### config.mk
export PLATFORM = sky130hd
export DESIGN_NAME = pcu_top
export DESIGN_NICKNAME = d
export VERILOG_FILES = /design/src/rtl/pcu_pkg.sv /design/src/rtl/pcu_upper_latch.sv /design/src/rtl/pcu_next_sel.sv /design/src/rtl/pcu_top.sv
export SDC_FILE = /design/constraint.sdc
export NUM_CORES = 1
export LEC_CHECK = 0
export ABC_AREA = 1
export BUFFER_PORTS_ARGS = -buffer_cell sky130_fd_sc_hd__buf_2
export CORE_ASPECT_RATIO = 1.2
export CORE_MARGIN = 4
export CORE_UTILIZATION = 46
export DETAILED_ROUTE_END_ITERATION = 10
export PLACE_DENSITY = 0.92
export SKIP_CTS_REPAIR_TIMING = 1
export SYNTH_ARGS = -nofsm -noshare
export SYNTH_HDL_FRONTEND = slang
export SYNTH_HIERARCHICAL = 1
export SYNTH_SLANG_ARGS = --single-unit
### constraint.sdc
create_clock -name clk -period 4.49 [get_ports clk]
set_clock_uncertainty 0.05 [all_clocks]
set_input_delay 0.6735 -clock clk [delete_from_list [all_inputs] [get_ports clk]]
set_output_delay 0.6735 -clock clk [all_outputs]
set_load 0.01 [all_outputs]
### src/rtl/pcu_pkg.sv
package pcu_pkg;
    localparam int PC_W    = 13;
    localparam int LOW_W   = 8;
    localparam int IMM_W   = 11;
    localparam int LATCH_W = 5;
    localparam int REACH_W = 12;

    typedef enum logic [2:0] {
        SRC_HOLD,
        SRC_STEP,
        SRC_LOW,
        SRC_JMP,
        SRC_STACK
    } pc_src_e;

    typedef struct packed {
        logic [PC_W-1:0] pc;
    } pc_state_t;

    typedef struct packed {
        logic [LATCH_W-1:0] hi;
    } hi_state_t;
endpackage

### src/rtl/pcu_upper_latch.sv
module pcu_upper_latch
    import pcu_pkg::*;
(
    input  logic               clk,
    input  logic               rst_n,
    input  logic               wr_i,
    input  logic [LATCH_W-1:0] wr_data_i,
    output logic [LATCH_W-1:0] q_o
);
    hi_state_t st_d, st_q;

    always_comb begin
        st_d = st_q;
        if (wr_i) st_d.hi = wr_data_i;
    end

    always_ff @(posedge clk or negedge rst_n) begin
        if (!rst_n) st_q <= '0;
        else        st_q <= st_d;
    end

    assign q_o = st_q.hi;
endmodule

### src/rtl/pcu_next_sel.sv
module pcu_next_sel
    import pcu_pkg::*;
#(
    parameter int PCW = PC_W,
    parameter int LW  = LOW_W,
    parameter int IW  = IMM_W,
    parameter int HW  = LATCH_W,
    parameter int RW  = REACH_W
) (
    input  logic [PCW-1:0] pc_q_i,
    input  logic [HW-1:0]  hi_i,
    input  logic           step_i,
    input  logic           lowwr_i,
    input  logic [LW-1:0]  lowwr_data_i,
    input  logic           jmp_i,
    input  logic [IW-1:0]  jmp_imm_i,
    input  logic           rst_ld_i,
    input  logic [PCW-1:0] rst_addr_i,
    output logic [PCW-1:0] seq_o,
    output logic [PCW-1:0] pc_d_o
);
    localparam int LOW_HI = PCW - LW;
    localparam int JMP_HI = PCW - IW;

    logic [PCW-1:0] low_raw, jmp_raw, low_trim, jmp_trim;
    pc_src_e        src;

    assign seq_o   = pc_q_i + PCW'(1);
    assign low_raw = {hi_i[LOW_HI-1:0], lowwr_data_i};
    assign jmp_raw = {hi_i[HW-1 -: JMP_HI], jmp_imm_i};

    generate
        if (RW < PCW) begin : g_trim
            localparam logic [PCW-1:0] REACH_MASK = {{(PCW-RW){1'b0}}, {RW{1'b1}}};
            assign low_trim = low_raw & REACH_MASK;
            assign jmp_trim = jmp_raw & REACH_MASK;
        end else begin : g_full
            assign low_trim = low_raw;
            assign jmp_trim = jmp_raw;
        end
    endgenerate

    always_comb begin
        if (rst_ld_i)     src = SRC_STACK;
        else if (jmp_i)   src = SRC_JMP;
        else if (lowwr_i) src = SRC_LOW;
        else if (step_i)  src = SRC_STEP;
        else              src = SRC_HOLD;

        unique case (src)
            SRC_STACK: pc_d_o = rst_addr_i;
            SRC_JMP:   pc_d_o = jmp_trim;
            SRC_LOW:   pc_d_o = low_trim;
            SRC_STEP:  pc_d_o = seq_o;
            default:   pc_d_o = pc_q_i;
        endcase
    end
endmodule

### src/rtl/pcu_top.sv
module pcu_top
    import pcu_pkg::*;
(
    input  logic               clk,
    input  logic               rst_n,
    input  logic               step_i,
    input  logic               lowwr_i,
    input  logic [LOW_W-1:0]   lowwr_data_i,
    input  logic               jmp_i,
    input  logic [IMM_W-1:0]   jmp_imm_i,
    input  logic               rst_ld_i,
    input  logic [PC_W-1:0]    rst_addr_i,
    input  logic               hi_wr_i,
    input  logic [LATCH_W-1:0] hi_wr_data_i,
    output logic [PC_W-1:0]    fetch_addr_o,
    output logic [LOW_W-1:0]   low_rd_o,
    output logic [LATCH_W-1:0] hi_rd_o,
    output logic [PC_W-1:0]    push_addr_o
);
    pc_state_t          st_d, st_q;
    logic [LATCH_W-1:0] hi_q;
    logic [PC_W-1:0]    pc_next, pc_seq;

    pcu_upper_latch u_latch (
        .clk       (clk),
        .rst_n     (rst_n),
        .wr_i      (hi_wr_i),
        .wr_data_i (hi_wr_data_i),
        .q_o       (hi_q)
    );

    pcu_next_sel u_next (
        .pc_q_i       (st_q.pc),
        .hi_i         (hi_q),
        .step_i       (step_i),
        .lowwr_i      (lowwr_i),
        .lowwr_data_i (lowwr_data_i),
        .jmp_i        (jmp_i),
        .jmp_imm_i    (jmp_imm_i),
        .rst_ld_i     (rst_ld_i),
        .rst_addr_i   (rst_addr_i),
        .seq_o        (pc_seq),
        .pc_d_o       (pc_next)
    );

    always_comb begin
        st_d    = st_q;
        st_d.pc = pc_next;
    end

    always_ff @(posedge clk or negedge rst_n) begin
        if (!rst_n) st_q <= '0;
        else        st_q <= st_d;
    end

    assign fetch_addr_o = st_q.pc;
    assign low_rd_o     = st_q.pc[LOW_W-1:0];
    assign hi_rd_o      = hi_q;
    assign push_addr_o  = pc_seq;
endmodule

; After elaboration in Yosys (flattened, before gate mapping)
; Cells that the tools add are included.
[totals]
register_bits = 18
latch_bits = 0
ramBits = 0
romBits = 0
input_bits = 44
out_inout_bits = 39
elab_cells = 13
memories = 0
[op_classes]
add_sub_neg = 1
multipliers = 0
n_div = 0
magnitude_cmp = 0
n_eq_ne = 4
n_shift = 0
muxes = 5
bitwise_logic = 0
n_reduce_logical = 1
[op_table]
columns = op, n
row1 = $pmux 13 s4, 1
row2 = $add 13x1->13 const B, 1
row3 = $mux 3, 3
row4 = $eq 3x2->1 const B, 2
row5 = $reduce_bool 4->1, 1
row6 = $eq 3x1->1 const B, 1
row7 = $eq 3x3->1 const B, 1
row8 = $mux 1, 1

; Longest topological paths before layout
; Gate-level depths: netlist (run 1).
[logic_depth]
depth_word = 6
mapped_depth = 9
mapped_depth_nobuf = 9

; Modules after synthesis
; The synthesis (run 1) kept the hierarchy.
[modules_own_cells]
columns = mod, instances, cells_each, area_each_um2, seq_area_each_um2
row1 = pcu_next_sel, 1, 148, 742.0, 0.0
row2 = pcu_top, 1, 21, 385.4, 325.3
row3 = pcu_upper_latch, 1, 21, 185.2, 125.1

; Worst setup path after synthesis (run 1)
; Ideal clock, no wire load.
[synth_path]
path_kind = reg2out
start = register st_q, in the netlist fetch_addr_o[0]
end = output push_addr_o[12]
arrival_time_ns = 1.320
required_time_ns = 3.766
setup_slack_ns = 2.447
stages_incl_launch_ff = 7
path_buffers = 0
cell_sequence = dfrtp_1 -> ha_1 -> nand3_1 -> clkinv_1 -> nand3_1 -> nand2_1 -> and2_1
[synth_via]
elab_chain_len = 1
[synth_rtl]
columns = item, line_no
row1 = start: declaration, pcu_top.sv:20  ; pc_state_t st_d, st_q;
row2 = start signal: assignment, pcu_top.sv:53  ; else st_q <= st_d;
row3 = $add 13x1->13, pcu_next_sel.sv:28  ; assign seq_o = pc_q_i + PCW'(1);
row4 = end: declaration, pcu_top.sv:18  ; output logic [PC_W-1:0] push_addr_o
; No other way between the ends.

; Final worst setup path (run 1)
; Ends and elaborated chain as after synthesis.

==> summary.md, run 1 <==
| Metric | Value |
|---|---|
| Clock latency at the later pin of the worst-skew pair | `300 ps` |
| First-pass GRT wire length | `6600 um` |
| Status | `finished, final reports clean` |
| R2R Path Start | `fetch_addr_o[0]` |
| CTS max path bufs | `2` |
| Most frequent cells in the layout | `buf_2, nand2_1, dfrtp_1` |
| Routed wire length | `3900 um` |
| FF-to-FF End | `fetch_addr_o[8]` |
| Die Y | `66.5 um` |
| Drt wl/cell | `13.2 um` |
| YS warnings | `6` |
| Die ar. | `3780 sq um` |
| Synth unique cells | `24` |
| Setup slack after layout | `1940 ps` |
| Slew of the pin with the lowest slew margin | `851 ps` |
| Worst vdd ir | `0.000197 V` |
| Post-placement cell count | `292` |
| Hold Violations, Final | `0` |
| Initial core utilization | `50.0%` |
| Most common cell after layout, fill and taps aside | `buf_2` |
| Area of the mapped netlist | `1310 sq um` |
| Clock transition at path regs | `110 ps` |
| GRT Residual Overflow | `0` |
| Syn Nets | `235` |
| R2R Setup Slk | `2890 ps` |
| Leak pwr | `0.942 nW` |
| Starting DRT DRC Count | `41` |
| Placeable Area | `2630 sq um` |
| Min Tclk post-route | `2550 ps` |
| Crit. End Element | `primary output` |
| Design Area, Final | `1710 sq um` |
| Total CTS buffers | `3` |
| Layout cells sized above 1 | `37.3%` |
| R2R depth | `9` |
| Post-DP HPWL | `3040 um` |
| Crit-path max FO | `9` |
| DRT Pass-1 Iters | `4` |
| Max Cap Violations | `0` |
| Clk Tree Root Cell | `clkbuf_4` |
| Diode count | `0` |
| Slew Limit Fails | `0` |
| Vias in the first global route | `1,547` |
| Boundary Pins | `83` |
| Pwr/cell area | `263 nW/um^2` |
| Synth-to-Final Area Change | `30.6%` |
| Kind of critical path | `register to primary output` |
| Final setup TNS | `0 ps` |
| Antenna-violating nets left | `0` |
| CTS tree | `done` |
| Setup violators final | `0` |
| NetSw | `0.000162 W` |
| Final Non-Filler Cells | `296` |
| Clock Power Share | `23.2%` |
| Initial antenna violation count | `0` |
| # port buffers | `82` |
| Yosys top cell by area | `dfrtp_1` |
| Final hold slack | `240 ps` |
| Routability cong. | `0.870` |
| Pint | `0.000290 W` |
| Via count | `1,538` |
| Die X-Extent | `56.8 um` |
| Crit path required time | `3770 ps` |
| Drc violations | `0` |
| Worst EP arrival | `1820 ps` |
| Unrepaired setup endpoints after global routing | `no` |
| Fin crit share | `56.7%` |
| Nets | `309` |
| Startpoint types | `register` |
| Num rows | `20` |
| Largest net degree at the start of global routing | `19` |
| Yosys reg bits | `18` |
| Area post-placement | `1680 sq um` |
| Pre-CTS WS | `2280 ps` |
| Relative slew slack | `43.1%` |
| Comb pwr share | `32.3%` |
| Fmax | `0.393 GHz` |
| Vias per inst | `5.20` |
| Largest cells by area after synthesis | `dfrtp_1, nand2_1, nand3_1` |
| Mapped Avg Cell Area | `6.91 sq um` |
| Cell count after synthesis | `190` |
| CTS HTree Levels | `1` |
| CTS sink count | `18` |
| GRT Util Overall | `22.0%` |
| Synth top area share | `34.3%` |
| Seq/Total Area, Yosys | `34.3%` |
| Flop pwr share | `44.5%` |
| Net Sw Frac | `35.8%` |
| Hold Crit Class | `input pin to asynchronous set/reset pin` |
==> critical path, cell delays in order, from the launching register on <==
cell and delay (ps):
dfrtp_1 480, ha_1 260, nand3_1 160, clkinv_1 180
nand3_1 100, nand2_1 60, and2_1 140, buf_2 130
==> registers in the layout, summed over array words and instances (netlist names) <==
name          count
u_latch/q_o       5
fetch_addr_o     13
==> power groups by stage <==
stage | Combinational (W) | Clock [W] | Sequential, W
2_1_floorplan | 0.0000790 | 0 | 0.000208
3_5_place_dp | 0.000146 | 0 | 0.000203
3_3_place_gp | 0.000144 | 0 | 0.000202
5_1_grt | 0.000161 | 0.000115 | 0.000205
4_1_cts | 0.000147 | 0.000105 | 0.000201
6_report | 0.000146 | 0.000105 | 0.000201
==> cell usage after synthesis <==
| cell | n |
|---|---|
| inv_1 | 15 |
| nand2_1 | 71 |
| nor3b_2 | 1 |
| buf_4 | 9 |
| nor2_2 | 4 |
| ha_1 | 1 |
| o2111ai_1 | 3 |
| xor2_1 | 3 |
| buf_2 | 3 |
| clkbuf_1 | 1 |
| and2_1 | 4 |
| a21oi_1 | 1 |
| a22oi_1 | 9 |
| a21boi_0 | 2 |
| nand4_1 | 12 |
| clkinv_1 | 1 |
| nand3_1 | 16 |
| nand2_2 | 1 |
| a21o_1 | 1 |
| inv_2 | 4 |
| nor2_4 | 1 |
| dfrtp_1 | 18 |
| nor2_1 | 8 |
| a21oi_2 | 1 |
==> layout make-up <==
class                   instances  area, sq um
inverters                      20         75.1
repair buffers                 82          410
well taps                      33         41.3
fillers                       272          913
multi-input cells             139          701
clock buffers                   4         36.3
flip-flops and latches         18          450
==> stage by stage <==
stage / total power (W) / utilization, %
4_1_cts: 0.000453 / 65.2
3_5_place_dp: 0.000350 / 63.9
6_report: 0.000451 / 65.2
3_3_place_gp: 0.000346 / 63.9
2_1_floorplan: 0.000286 / -
5_1_grt: 0.000482 / 65.2
==> layer usage <==
| layer | routed length [um] | track usage (%) |
|---|---|---|
| met1 | 1450 | 23.7 |
| met2 | 2010 | 41.6 |
| met3 | 385 | 4.84 |
| met4 | 53 | 8.12 |
| met5 | 0 | 0 |
==> kinds of logic (layout without fill, tap and decap cells) <==
logic type | after synthesis | count (layout) | share of synthesized area [%]
DFF | 18 | 18 | 34.3
xor gates and xnor gates | 3 | 3 | 2.00
adders and majority gates | 1 | 1 | 0.953
AOI/OAI and AO/OA | 17 | 17 | 9.91
and+or+nand+nor | 118 | 118 | 40.5
buffers and inverters | 33 | 106 | 12.3
==> worst max path at each step <==
stage | start | endpoint | slack [ps] | cells past startpoint
after detailed placement | fetch_addr_o[0] | push_addr_o[12] | 2280 | 7
after CTS | fetch_addr_o[0] | push_addr_o[12] | 1920 | 7
after global placement | fetch_addr_o[0] | push_addr_o[12] | 2310 | 7
after global routing | fetch_addr_o[0] | push_addr_o[12] | 1780 | 7
after floorplan | fetch_addr_o[0] | push_addr_o[12] | 2450 | 6
final | fetch_addr_o[0] | push_addr_o[12] | 1940 | 7
No activity file was read; power rests on OpenSTA's default activity.
==> inputs of run 2 (changes only) <==
CORE_UTILIZATION = 38   (was 46)
PLACE_DENSITY = 0.82   (was 0.92)
clock period = 2.2 ns   (was 4.49 ns; I/O delays follow)
==> run 2 against run 1 <==
Effect of this change: first-iteration DRC count fell by 37%; combinational power rose by 110%; sequential power rose by 100%; critical path type unchanged.
==> summary.md, run 2 (synthesized netlist as in run 1, its figures left out) <==
| Metric | Value |
|---|---|
| Status | `finished, final reports clean` |
| Crit-path max FO | `6` |
| Initial antenna violation count | `0` |
| Design Area, Final | `1770 sq um` |
| Final Non-Filler Cells | `304` |
| Hold Crit Class | `input pin to register` |
| CP max stage delay | `440 ps` |
| Crit path required time | `1820 ps` |
| Hold Violations, Final | `0` |
| Startpoint types | `register` |
| Fin crit share | `94.3%` |
| Die X-Extent | `61.7 um` |
| Starting DRT DRC Count | `26` |
| Pwr/cell area | `560 nW/um^2` |
| Die Y | `72.4 um` |
| Max Cap Violations | `0` |
| Vias per inst | `5.00` |
| CTS HTree Levels | `1` |
| Relative slew slack | `51.2%` |
| Crit path cell chain | `ha_1 -> nand3_1 -> inv_2 -> nand4_1 -> and2_1 -> buf_2` |
| Die ar. | `4460 sq um` |
| Drc violations | `0` |
| First-pass GRT wire length | `6250 um` |
| CTS sink count | `18` |
| Crit. End Element | `primary output` |
| GRT Residual Overflow | `0` |
| CTS max path bufs | `2` |
| Layout cells sized above 1 | `38.2%` |
| Clk Tree Root Cell | `clkbuf_8` |
| # port buffers | `82` |
| Slew of the pin with the lowest slew margin | `729 ps` |
| Routed wire length | `3980 um` |
| Drt wl/cell | `13.1 um` |
| Min Tclk post-route | `2070 ps` |
| Unrepaired setup endpoints after global routing | `no` |
| Kind of critical path | `register to primary output` |
| Slew Limit Fails | `0` |
| Boundary Pins | `83` |
| Synth-to-Final Area Change | `34.9%` |
| Initial core utilization | `39.3%` |
| Total CTS buffers | `3` |
| Routability cong. | `0.852` |
| Antenna-violating nets left | `0` |
| Clock transition at path regs | `70 ps` |
| Setup violators final | `0` |
| DRT Pass-1 Iters | `4` |
| Worst vdd ir | `0.000328 V` |
| Post-placement cell count | `299` |
| Slowest cell on crit path | `dfrtp_1` |
| Diode count | `0` |
| Vias in the first global route | `1,406` |
| Leak pwr | `0.973 nW` |
| Final setup TNS | `0 ps` |
| Fmax | `0.482 GHz` |
| Via count | `1,521` |
| Num rows | `23` |
| Placeable Area | `3340 sq um` |
| Max reg flops | `13` |
| Area post-placement | `1710 sq um` |
| CTS tree | `done` |
| Largest net degree at the start of global routing | `19` |
| Most frequent cells in the layout | `buf_2, nand2_1, dfrtp_1` |
| Nets | `313` |
| Post-DP HPWL | `3080 um` |
| Most common cell after layout, fill and taps aside | `buf_2` |
| GRT Util Overall | `18.7%` |
| Clock latency at the later pin of the worst-skew pair | `260 ps` |
| Worst EP arrival | `1690 ps` |
## run 2: changes by cell type in the layout (fill, tap and decap cells not counted), sizes merged
cell         before  now
buf              82   85
clkinv            1    0
dlygate4sd3       0    1
inv              19   20
## run 2: critical path: cells and delay by family, from the launching register on
kind,cells,cell delay (ps)
flops,1,440
buf+inv,2,290
fa+ha+maj,1,220
simple gates,3,480
## run 2: layout make-up
cell class / count / area [sq um]
fillers: 319 / 1570
flip-flops and latches: 18 / 450
well taps: 37 / 46.3
multi-input cells: 139 / 701
repair buffers: 86 / 443
inverters: 20 / 75.1
clock buffers: 4 / 55.1
## run 2: through the flow
stage | hold slack [ps] | total power, W | utilization [%] | worst slack, ps
3_3_place_gp | 235 | 0.000714 | 51.1 | 422
3_5_place_dp | 237 | 0.000720 | 51.1 | 373
2_1_floorplan | -15.6 | 0.000585 | - | 500
6_report | 214 | 0.000991 | 53.0 | 126
4_1_cts | -42.4 | 0.000997 | 52.7 | 76.6
5_1_grt | 218 | 0.00106 | 53.0 | 15.4
## run 2: worst paths after layout
check | from | endpoint | slack (ps) | cells past startpoint
max | fetch_addr_o[1] | push_addr_o[10] | 130 | 6
min | hi_wr_data_i[4] | u_latch/q_o[4] | 210 | 3
max reg2reg | fetch_addr_o[1] | fetch_addr_o[8] | 720 | 8
min reg2reg | u_latch/q_o[4] | u_latch/q_o[4] | 420 | 2
max in group asynchronous | rst_n | fetch_addr_o[5] | 1320 | 2
min in group asynchronous | rst_n | fetch_addr_o[12] | 480 | 2
## run 2: where the power goes
group | leakage (nW) | internal (W) | switching (W)
Clock | 0.0288 | 0.000159 | 0.000118
Combinational | 0.726 | 0.000133 | 0.000176
Sequential | 0.219 | 0.000363 | 0.0000424
Total | 0.973 | 0.000655 | 0.000336
## run 2: routing by layer
metal	vias up	track usage, %	wire length (um)
li1	776	-	-
met1	675	22.7	1610
met2	64	32.8	1990
met3	6	2.85	327
met4	0	5.66	49
met5	-	0	0
==> inputs of run 3 (changes only) <==
CORE_MARGIN = 2   (was 4)
PLACE_DENSITY = 0.79   (was 0.82)
==> run 3 against run 2 <==
Effect of this change: core utilization increased by 0.31 points; cell area fell by 0.28%; cell count decreased by 0.33%; global-route usage increased by 1.5 points; sequential power rose by 1%; critical endpoint unchanged; wire length shrank 3.7%; first-iteration DRC count rose by 62%; die area down 12%; fmax grew 1.5%; via count shrank 0.13%; non-clock buffer count down 1.
==> summary.md, run 3 (synthesized netlist as in run 1, its figures left out) <==
| Metric | Value |
|---|---|
| Crit. End Element | `primary output` |
| CTS sink count | `18` |
| Antenna-violating nets left | `0` |
| Design Area, Final | `1770 sq um` |
| Vias per inst | `5.01` |
| Pwr/cell area | `558 nW/um^2` |
| Max reg flops | `13` |
| Clk Tree Root Cell | `clkbuf_8` |
| Initial antenna violation count | `0` |
| Synth-to-Final Area Change | `34.5%` |
| Area post-placement | `1700 sq um` |
| GRT Residual Overflow | `0` |
| Crit path required time | `1820 ps` |
| Layout cells sized above 1 | `38.7%` |
| Worst vdd ir | `0.000377 V` |
| Overall power | `0.000985 W` |
| CTS max path bufs | `2` |
| Min Tclk post-route | `2040 ps` |
| DRT Pass-1 Iters | `4` |
| Routability cong. | `0.840` |
| First-pass GRT wire length | `6080 um` |
| Via count | `1,519` |
| Worst hold stages | `3` |
| Die X-Extent | `57.7 um` |
| Largest net degree at the start of global routing | `19` |
| Max Cap Violations | `0` |
| Total CTS buffers | `3` |
| # port buffers | `82` |
| Die Y | `68.4 um` |
| Nets | `312` |
| Num rows | `23` |
| Hold Crit Class | `input pin to register` |
| Unrepaired setup endpoints after global routing | `no` |
| Slew of the pin with the lowest slew margin | `579 ps` |
| Fin crit share | `92.8%` |
| Relative slew slack | `61.4%` |
| Placeable Area | `3310 sq um` |
| Kind of critical path | `register to primary output` |
| Most frequent cells in the layout | `buf_2, nand2_1, dfrtp_1, nand3_1, inv_1` |
| Setup violators final | `0` |
| Slew Limit Fails | `0` |
| Hold Violations, Final | `0` |
| Initial core utilization | `39.7%` |
| Routed wire length | `3830 um` |
| Diode count | `0` |
| Status | `finished, final reports clean` |
| Vias in the first global route | `1,396` |
| Worst EP arrival | `1660 ps` |
| Crit-path max FO | `9` |
| CTS tree | `done` |
| Most common cell after layout, fill and taps aside | `buf_2` |
| Fmax | `0.490 GHz` |
| Post-DP HPWL | `2920 um` |
| Final setup TNS | `0 ps` |
| Clock transition at path regs | `70 ps` |
| Startpoint types | `register` |
| CTS HTree Levels | `1` |
| GRT Util Overall | `20.2%` |
| Starting DRT DRC Count | `42` |
| Drc violations | `0` |
| Boundary Pins | `83` |
| Leak pwr | `0.967 nW` |
| R2R depth | `8` |
| Clock latency at the later pin of the worst-skew pair | `260 ps` |
| Drt wl/cell | `12.6 um` |
| Die ar. | `3940 sq um` |
==> run 3: changes by cell type in the layout (fill, tap and decap cells not counted) <==
cell	delta
dfrtp_1	-2
dfrtp_2	+2
buf_4	-1
==> run 3: power breakdown <==
part	internal (W)	switching [W]	total [W]
logic	0.000131	0.000170	0.000300
clock network	0.000159	0.000116	0.000275
registers	0.000364	0.0000457	0.000409
==> run 3: area by class of cell <==
class                   instances  area (sq um)
clock buffers                   4          55.1
fillers                       320          1540
inverters                      20          75.1
multi-input cells             139           701
flip-flops and latches         18           453
well taps                      37          46.3
repair buffers                 85           435
==> run 3: routing by layer <==
metal | routed length [um] | track usage (%)
met5 | 0 | 0
met3 | 322 | 3.40
met4 | 35 | 8.43
met2 | 1990 | 37.5
met1 | 1480 | 22.7
==> run 3: worst paths after layout <==
check                                start               to  slack, ps
max in group asynchronous            rst_n  fetch_addr_o[0]       1300
setup reg to reg           fetch_addr_o[0]  fetch_addr_o[8]        690
hold / removal             hi_wr_data_i[1]   u_latch/q_o[1]        230
min in group asynchronous            rst_n  fetch_addr_o[2]        480
setup / recovery           fetch_addr_o[0]  push_addr_o[10]        160
hold reg to reg             u_latch/q_o[4]   u_latch/q_o[4]        430
==> run 3: through the flow <==
step,util (%),cells,setup WS [ps],hold slack [ps]
detailed placement,51.3,298,295,245
finish,53.3,303,158,226
floorplan,-,190,500,-15.6
global route,53.3,303,2.89,221
global placement,51.3,298,346,242
CTS,53.0,302,9.80,-36.2
==> run 3: worst max-delay path, cell delays in order, from the launching register on <==
cell and delay (ps):
dfrtp_2 440, ha_1 210, nand3_1 180, inv_2 160, nand3_1 90, nand2_1 90
and2_1 110, buf_2 120
